===== src/rtl/swd_pkg.sv =====
// Shared constants and the configuration word type for the line write distributor.
// Assumes 8-bit pixels, 16-pixel batches and three groups of three 8-lane RAMs.
package swd_pkg;
    localparam int PIX_W        = 8;
    localparam int BATCH        = 16;
    localparam int RAM_LANES    = 8;
    localparam int RAMS_PER_GRP = 3;
    localparam int GROUPS       = 3;
    localparam int GRP_LANES    = RAM_LANES * RAMS_PER_GRP;
    localparam int GRP_DW       = GRP_LANES * PIX_W;
    localparam int IN_W         = BATCH * PIX_W;
    localparam int OUT_DW       = GROUPS * GRP_DW;
    localparam int OUT_MW       = GROUPS * GRP_LANES;
    localparam int NRAMS        = GROUPS * RAMS_PER_GRP;
    localparam int LANE_IW      = $clog2(GRP_LANES);
    localparam int NPIX_W       = $clog2(BATCH + 1);
    localparam int PIX_IW       = $clog2(BATCH);
    localparam int GRP_IW       = $clog2(GROUPS);
    localparam int CFG_W        = 19;

    typedef struct packed {
        logic [3:0] tail;
        logic       fclose;
        logic [7:0] nbatch;
        logic [2:0] start_ram;
        logic [2:0] lane_off;
    } cfg_word_t;
endpackage


===== src/rtl/swd_line_tracker.sv =====
// Tracks position within the current line: lane pointer, remaining batches,
// active group and configuration address. Fields of the configuration word
// are used live on a line's first batch and held for the rest of the line.
// Assumes cfg arrives combinationally for the current cfg_raddr.
module swd_line_tracker
    import swd_pkg::*;
#(
    parameter int CFG_AW = 6
) (
    input  logic              clk,
    input  logic              rst_n,
    input  logic              in_vld,
    input  cfg_word_t         cfg,
    output logic [CFG_AW-1:0] cfg_raddr,
    output logic [LANE_IW-1:0] cur_p,
    output logic [NPIX_W-1:0] n_pix,
    output logic              last,
    output logic              cur_ret,
    output logic [GRP_IW-1:0] grp
);
    logic               fresh_q;
    logic [LANE_IW-1:0] p_q;
    logic [7:0]         cnt_q;
    logic [3:0]         tail_q;
    logic               ret_q;
    logic [GRP_IW-1:0]  grp_q;
    logic [CFG_AW-1:0]  addr_q;

    logic [5:0]         base;
    logic [LANE_IW-1:0] start_p;
    logic [7:0]         cur_cnt;
    logic [3:0]         cur_tail;
    logic [5:0]         sum;
    logic [LANE_IW-1:0] next_p;

    // Select live or held line parameters and derive this batch's geometry.
    always_comb begin
        base     = {cfg.start_ram, 3'b000} + {3'b000, cfg.lane_off};
        start_p  = LANE_IW'(base % 6'(GRP_LANES));
        cur_p    = fresh_q ? start_p : p_q;
        cur_cnt  = fresh_q ? cfg.nbatch : cnt_q;
        cur_tail = fresh_q ? cfg.tail : tail_q;
        cur_ret  = fresh_q ? cfg.fclose : ret_q;
        last     = (cur_cnt == 8'd0);
        n_pix    = (last && cur_tail != 4'd0) ? NPIX_W'(cur_tail) : NPIX_W'(BATCH);
        sum      = {1'b0, cur_p} + 6'(BATCH);
        next_p   = (sum >= 6'(GRP_LANES)) ? LANE_IW'(sum - 6'(GRP_LANES)) : LANE_IW'(sum);
    end

    assign cfg_raddr = addr_q;
    assign grp       = grp_q;

    // Advance line state on each accepted batch.
    always_ff @(posedge clk) begin
        if (!rst_n) begin
            fresh_q <= 1'b1;
            p_q     <= '0;
            cnt_q   <= '0;
            tail_q  <= '0;
            ret_q   <= 1'b0;
            grp_q   <= '0;
            addr_q  <= '0;
        end else if (in_vld) begin
            if (last) begin
                fresh_q <= 1'b1;
                addr_q  <= cur_ret ? '0 : addr_q + 1'b1;
                grp_q   <= (cur_ret || grp_q == GRP_IW'(GROUPS - 1)) ? '0 : grp_q + 1'b1;
            end else begin
                fresh_q <= 1'b0;
                p_q     <= next_p;
                cnt_q   <= cur_cnt - 8'd1;
                tail_q  <= cur_tail;
                ret_q   <= cur_ret;
            end
        end
    end
endmodule


===== src/rtl/swd_lane_steer.sv =====
// Rotates a pixel batch into the 24 lanes of one group row and marks the
// written lanes. Pure combinational; assumes n_pix <= BATCH.
module swd_lane_steer
    import swd_pkg::*;
(
    input  logic [IN_W-1:0]      pix,
    input  logic [LANE_IW-1:0]   cur_p,
    input  logic [NPIX_W-1:0]    n_pix,
    output logic [GRP_DW-1:0]    lane_data,
    output logic [GRP_LANES-1:0] lane_mask
);
    logic [PIX_W-1:0] px [BATCH];

    for (genvar i = 0; i < BATCH; i++) begin : g_px
        assign px[i] = pix[i*PIX_W +: PIX_W];
    end

    for (genvar j = 0; j < GRP_LANES; j++) begin : g_lane
        logic [5:0] idx;
        logic       hit;
        // Pixel index landing in lane j, measured from the lane pointer.
        always_comb begin
            if (6'(j) >= {1'b0, cur_p})
                idx = 6'(j) - {1'b0, cur_p};
            else
                idx = 6'(j) + 6'(GRP_LANES) - {1'b0, cur_p};
            hit = (idx < 6'(n_pix));
        end
        assign lane_mask[j] = hit;
        assign lane_data[j*PIX_W +: PIX_W] = hit ? px[idx[PIX_IW-1:0]] : '0;
    end
endmodule


===== src/rtl/swd_group_fanout.sv =====
// Places one group row on the active group's slice and produces enables,
// per-RAM address increments and frame-close clears. Idle cycles give zeros.
module swd_group_fanout
    import swd_pkg::*;
(
    input  logic                 in_vld,
    input  logic [GRP_IW-1:0]    grp,
    input  logic                 last,
    input  logic                 cur_ret,
    input  logic [GRP_DW-1:0]    lane_data,
    input  logic [GRP_LANES-1:0] lane_mask,
    output logic [OUT_DW-1:0]    o_data,
    output logic [OUT_MW-1:0]    o_mask,
    output logic [GROUPS-1:0]    o_we,
    output logic [NRAMS-1:0]     o_inc,
    output logic [GROUPS-1:0]    o_clr
);
    logic [RAMS_PER_GRP-1:0] ram_inc;

    for (genvar k = 0; k < RAMS_PER_GRP; k++) begin : g_ram
        assign ram_inc[k] = lane_mask[k*RAM_LANES + RAM_LANES - 1]
                          | (last & (|lane_mask[k*RAM_LANES +: RAM_LANES]));
    end

    for (genvar g = 0; g < GROUPS; g++) begin : g_grp
        logic sel;
        assign sel = in_vld && (grp == GRP_IW'(g));
        assign o_we[g] = sel;
        assign o_data[g*GRP_DW +: GRP_DW] = sel ? lane_data : '0;
        assign o_mask[g*GRP_LANES +: GRP_LANES] = sel ? lane_mask : '0;
        assign o_inc[g*RAMS_PER_GRP +: RAMS_PER_GRP] = sel ? ram_inc : '0;
        assign o_clr[g] = in_vld & last & cur_ret;
    end
endmodule


===== src/rtl/swd_delay.sv =====
// Fixed-latency register pipeline with synchronous clear; DEPTH 0 is a wire.
module swd_delay #(
    parameter int W     = 8,
    parameter int DEPTH = 1
) (
    input  logic         clk,
    input  logic         rst_n,
    input  logic [W-1:0] d,
    output logic [W-1:0] q
);
    if (DEPTH == 0) begin : g_wire
        assign q = d;
    end else begin : g_regs
        logic [W-1:0] stg [DEPTH];
        // Shift the word one stage per clock.
        always_ff @(posedge clk) begin
            if (!rst_n) begin
                for (int s = 0; s < DEPTH; s++) stg[s] <= '0;
            end else begin
                stg[0] <= d;
                for (int s = 1; s < DEPTH; s++) stg[s] <= stg[s-1];
            end
        end
        assign q = stg[DEPTH-1];
    end
endmodule


===== src/rtl/winline_writer.sv =====
// Top of the line write distributor: tracks line geometry from a per-line
// configuration word, rotates each batch into the active group and aligns
// all write-side outputs through LAT register stages.
module winline_writer
    import swd_pkg::*;
#(
    parameter int CFG_AW = 6,
    parameter int LAT    = 3
) (
    input  logic              clk,
    input  logic              rst_n,
    input  logic              in_vld,
    input  logic [IN_W-1:0]   in_pix,
    input  logic [CFG_W-1:0]  cfg_rdata,
    output logic [CFG_AW-1:0] cfg_raddr,
    output logic [OUT_DW-1:0] wr_data,
    output logic [OUT_MW-1:0] wr_mask,
    output logic [GROUPS-1:0] grp_we,
    output logic [NRAMS-1:0]  addr_inc,
    output logic [GROUPS-1:0] addr_clr
);
    localparam int BUS_W = OUT_DW + OUT_MW + GROUPS + NRAMS + GROUPS;

    cfg_word_t            cfg_w;
    logic [LANE_IW-1:0]   cur_p;
    logic [NPIX_W-1:0]    n_pix;
    logic                 last;
    logic                 cur_ret;
    logic [GRP_IW-1:0]    grp;
    logic [GRP_DW-1:0]    lane_data;
    logic [GRP_LANES-1:0] lane_mask;
    logic [OUT_DW-1:0]    c_data;
    logic [OUT_MW-1:0]    c_mask;
    logic [GROUPS-1:0]    c_we;
    logic [NRAMS-1:0]     c_inc;
    logic [GROUPS-1:0]    c_clr;
    logic [BUS_W-1:0]     bus_d;
    logic [BUS_W-1:0]     bus_q;

    assign cfg_w = cfg_word_t'(cfg_rdata);

    swd_line_tracker #(.CFG_AW(CFG_AW)) trk_i (
        .clk(clk), .rst_n(rst_n), .in_vld(in_vld), .cfg(cfg_w),
        .cfg_raddr(cfg_raddr), .cur_p(cur_p), .n_pix(n_pix),
        .last(last), .cur_ret(cur_ret), .grp(grp)
    );

    swd_lane_steer steer_i (
        .pix(in_pix), .cur_p(cur_p), .n_pix(n_pix),
        .lane_data(lane_data), .lane_mask(lane_mask)
    );

    swd_group_fanout fan_i (
        .in_vld(in_vld), .grp(grp), .last(last), .cur_ret(cur_ret),
        .lane_data(lane_data), .lane_mask(lane_mask),
        .o_data(c_data), .o_mask(c_mask), .o_we(c_we),
        .o_inc(c_inc), .o_clr(c_clr)
    );

    assign bus_d = {c_data, c_mask, c_we, c_inc, c_clr};

    swd_delay #(.W(BUS_W), .DEPTH(LAT)) dly_i (
        .clk(clk), .rst_n(rst_n), .d(bus_d), .q(bus_q)
    );

    assign {wr_data, wr_mask, grp_we, addr_inc, addr_clr} = bus_q;
endmodule


===== config.mk =====
export PLATFORM = sky130hd
export DESIGN_NAME = winline_writer
export DESIGN_NICKNAME = d
export VERILOG_FILES = /design/src/rtl/swd_pkg.sv /design/src/rtl/swd_line_tracker.sv /design/src/rtl/swd_lane_steer.sv /design/src/rtl/swd_group_fanout.sv /design/src/rtl/swd_delay.sv /design/src/rtl/winline_writer.sv
export SDC_FILE = /design/constraint.sdc
export NUM_CORES = 2
export LEC_CHECK = 0
export ABC_AREA = 1
export BUFFER_PORTS_ARGS = -buffer_cell sky130_fd_sc_hd__buf_2
export CORE_MARGIN = 4
export CORE_UTILIZATION = 52
export DETAILED_ROUTE_END_ITERATION = 16
export PLACE_DENSITY = 0.74
export SLEW_MARGIN = 15
export SYNTH_ARGS = -nofsm -noshare
export SYNTH_HDL_FRONTEND = slang
export SYNTH_SLANG_ARGS = --single-unit

===== constraint.sdc =====
create_clock -name clk -period 5.55 [get_ports clk]
set_clock_uncertainty 0.1 [all_clocks]
set_input_delay 0.555 -clock clk [delete_from_list [all_inputs] [get_ports clk]]
set_output_delay 0.555 -clock clk [all_outputs]
set_load 0.01 [all_outputs]

==> summary.txt <==
Detailed routing
  • Vias per cell: between 4 and 5
  • Via count: roughly 51,000
  • DRC viols: 0
  • Detailed Route WL: between 200 and 250 mm
  • Detailed Routing Iterations Pass 1: 8
  • WL per Instance: 20.5 um
  • Post-DRT Antenna Nets: 0
  • 1st-iter DRT viols: 4,596

Setup path
  • CP max stage cell: o21ai_0
  • Required time of the critical path: ~6 ns
  • Crit-path cells: inv_2 -> o21ai_4 -> inv_2 -> buf_12 -> or2_2 -> o21a_1 -> nand2_1 -> o21ai_0 -> o21ai_0 -> nand3_1 -> nand3_1 -> nor2_1
  • Crit Path Class: flop to flop
  • Reg2Reg Depth: 12
  • Crit-path max FO: ~110
  • CP arrival: 5.54 ns
  • Largest stage delay on the critical path: ~1.1 ns
  • CP Launch Type: flop
  • CP Capture Type: flop

Global route
  • First-pass GRT wire length: 314 mm
  • Overflow after GRT: 0
  • GRT Util Overall: between 30 and 40%
  • Vias in the first global route: 48,900
  • Initial antenna violation count: 54
  • Pin count of the biggest net entering global routing: between 200 and 300

STA
  • Slew Limit Fails: 0
  • Final setup fails: 0
  • Hold Fails Final Rpt: 0
  • Worst Tran Pin Value: roughly 1.3 ns
  • Setup TNS: 0 ns
  • Hold WS: slightly below 0.09 ns
  • RSZ-0062 raised after global routing: no
  • Period utilization: about 90%
  • Slew headroom: 10.1%
  • Final worst setup slack: 0.563 ns
  • Min cycle time layout: 4.99 ns
  • Highest Clock Rate: between 200 and 250 MHz

Place
  • Placed insts: 10,300
  • Hpwl dp: about 170 mm
  • Gpl congestion: just over 1
  • IO Port Bufs: 818
  • Place WS: 0.694 ns

Synth
  • YS warnings: 0
  • Cell with the most instances after synthesis: nand2_1
  • Number of synthesized flops with an enable pin: 0
  • Ys async rst share: 0%
  • Synth area leaders: dfxtp_1 57%, nand2_1 12%, inv_1 8.9%
  • Synthesized area per cell: between 8 and 9 um2
  • Largest area contributor in the netlist: dfxtp_1
  • #FFs+latches synth: 2,010
  • Post-synth top area share: 57.4%
  • Syn_nets: 8,798
  • Leading cell types by count after synthesis: 2,192 x nand2_1, 2,010 x dfxtp_1, 1,656 x inv_1
  • Main synth FF type: dfxtp_1
  • Netlist Area Pre-Place: between 70,000 and 80,000 um2
  • Netlist cell types: 46
  • Syn Inst Count: around 8,600
  • Sequential element share of the synthesized area: between 50 and 60%

CTS
  • Post-CTS repair timing setup buffer count: 0
  • Clock buffer count from CTS: roughly 180
  • CTS root buf: clkbuf_16
  • Clk_lat worst skew: ~0.8 ns
  • TritonCTS clock tree: built
  • CTS resizes: 0
  • CTS sink cnt: approximately 2,000
  • Worst-path clk slew: 0.06 ns
  • H-tree depth: 4
  • Clock Path Buffers: 3
  • Hold_buf cts: 2

Die
  • I/O pins: 819
  • Starting Density: about 52%
  • Die Y-Extent: 375 um
  • Std cell rows: 134
  • CORE AREA: 134,000 um2
  • Die area: about 140,000 um2
  • Die span in x: ~380 um

Cells and area
  • Area Overhead vs Synth: 11.6%
  • Share of layout cells above drive strength 1: between 15 and 20%
  • Fin cells: about 11,000
  • Final net count: 8,990

Status
  • Status: finished, final reports clean

Run
  • Max-cap violations: 0

Power and ir drop
  • Total Power: 34,000 uW
  • PD cells: around 430 nW/um2
  • Leak: 0.0458 uW
  • Worst vdd ir: approximately 0.31 mV

Min path
  • Hold depth: 5
  • Min-Delay Path Class: primary input to flop
==> worst paths after layout <==
kind,start,slack [ns],endpoint
setup / recovery,trk_i.fresh_q,0.56,dly_i.g_regs.stg[0][160]
hold / removal,cfg_rdata[14],0.09,dly_i.g_regs.stg[0][1]
setup reg to reg,trk_i.fresh_q,0.56,dly_i.g_regs.stg[0][160]
hold reg to reg,dly_i.g_regs.stg[0][69],0.28,dly_i.g_regs.stg[0][732]
==> cells in the final DEF, fill, tap and decap left out, types with 6 or more instances in the layout <==
| cell | instances |
|---|---|
| buf_12 | 11 |
| nand2_2 | 16 |
| or2_2 | 114 |
| inv_6 | 7 |
| a21oi_1 | 62 |
| diode_2 | 26 |
| nor2_1 | 721 |
| nor3_1 | 12 |
| ha_1 | 83 |
| nand2_1 | 2190 |
| o21a_1 | 112 |
| o21ai_0 | 333 |
| clkbuf_16 | 187 |
| buf_2 | 817 |
| nand3_1 | 153 |
| dfxtp_1 | 2010 |
| mux2i_1 | 14 |
| xor2_1 | 6 |
| o21ai_1 | 11 |
| o211ai_1 | 10 |
| clkinv_2 | 27 |
| clkbuf_1 | 33 |
| nand4_1 | 10 |
| clkinvlp_4 | 6 |
| buf_4 | 143 |
| nand3b_1 | 9 |
| clkinv_16 | 7 |
| bufinv_16 | 19 |
| inv_1 | 1656 |
| inv_2 | 13 |
| o21ai_2 | 8 |
| clkbuf_8 | 46 |
==> worst max-delay path, delay by kind of cell, from the launching register on <==
family / cells / cell delay, ns
flops: 1 / 0.54
buf+inv: 3 / 0.67
compound gates: 4 / 2.03
simple gates: 5 / 1.39
==> metrics by stage <==
stage | area [um2] | utilization, %
2_1_floorplan | 70100 | -
3_3_place_gp | 71500 | 53.5
3_5_place_dp | 71600 | 53.6
4_1_cts | 78100 | 58.5
5_1_grt | 78100 | 58.5
6_report | 78200 | 58.5
==> area by class of cell <==
cell class                      instances  area [um2]
Antenna cell                           26        65.1
Clock inverter                         71        1100
Clock buffer                          266        5440
Sequential cell                      2010       40200
Timing Repair Buffer                  974        5420
Tap cell                             1768        2210
Fill cell                           11600       55400
Multi-Input combinational cell       3916       17400
Inverter                             1672        6280
==> registers in the layout, indices dropped and copies added, names as in the netlist <==
name              count
trk_i.grp             2
dly_i.g_regs.stg   1983
trk_i.ret_q           1
trk_i.cfg_raddr       6
trk_i.fresh_q         1
trk_i.cnt_q           8
trk_i.p_q             5
trk_i.tail_q          4
==> cells by family (layout without fill, tap and decap cells) <==
logic type | count (synthesis) | in the layout | synth area share (%)
compound gates | 561 | 561 | 4.59
xor+xnor | 11 | 11 | 0.191
mux | 14 | 14 | 0.200
simple gates | 3247 | 3247 | 18.4
fa+ha+maj | 83 | 83 | 1.48
buf+inv | 2639 | 2983 | 17.8
other cells | 0 | 26 | 0
flops | 2010 | 2010 | 57.4
==> routing by layer <==
metal  GRT usage [%]  vias to the layer above  part of all wire (%)
li1                -                    24600                     -
met1            36.9                    23700                    40
met2            49.0                     1893                    45
met3            8.19                      534                   8.2
met4            16.7                       38                   6.3
met5               0                        -                  0.11
==> power by group <==
group          internal (uW)  switching (uW)  total (uW)
Combinational           1400            4410        5810
Clock                   7760            5470       13200
Sequential             14800             139       15000
Total                  24000           10000       34000
No activity file was read; power rests on OpenSTA's default activity.
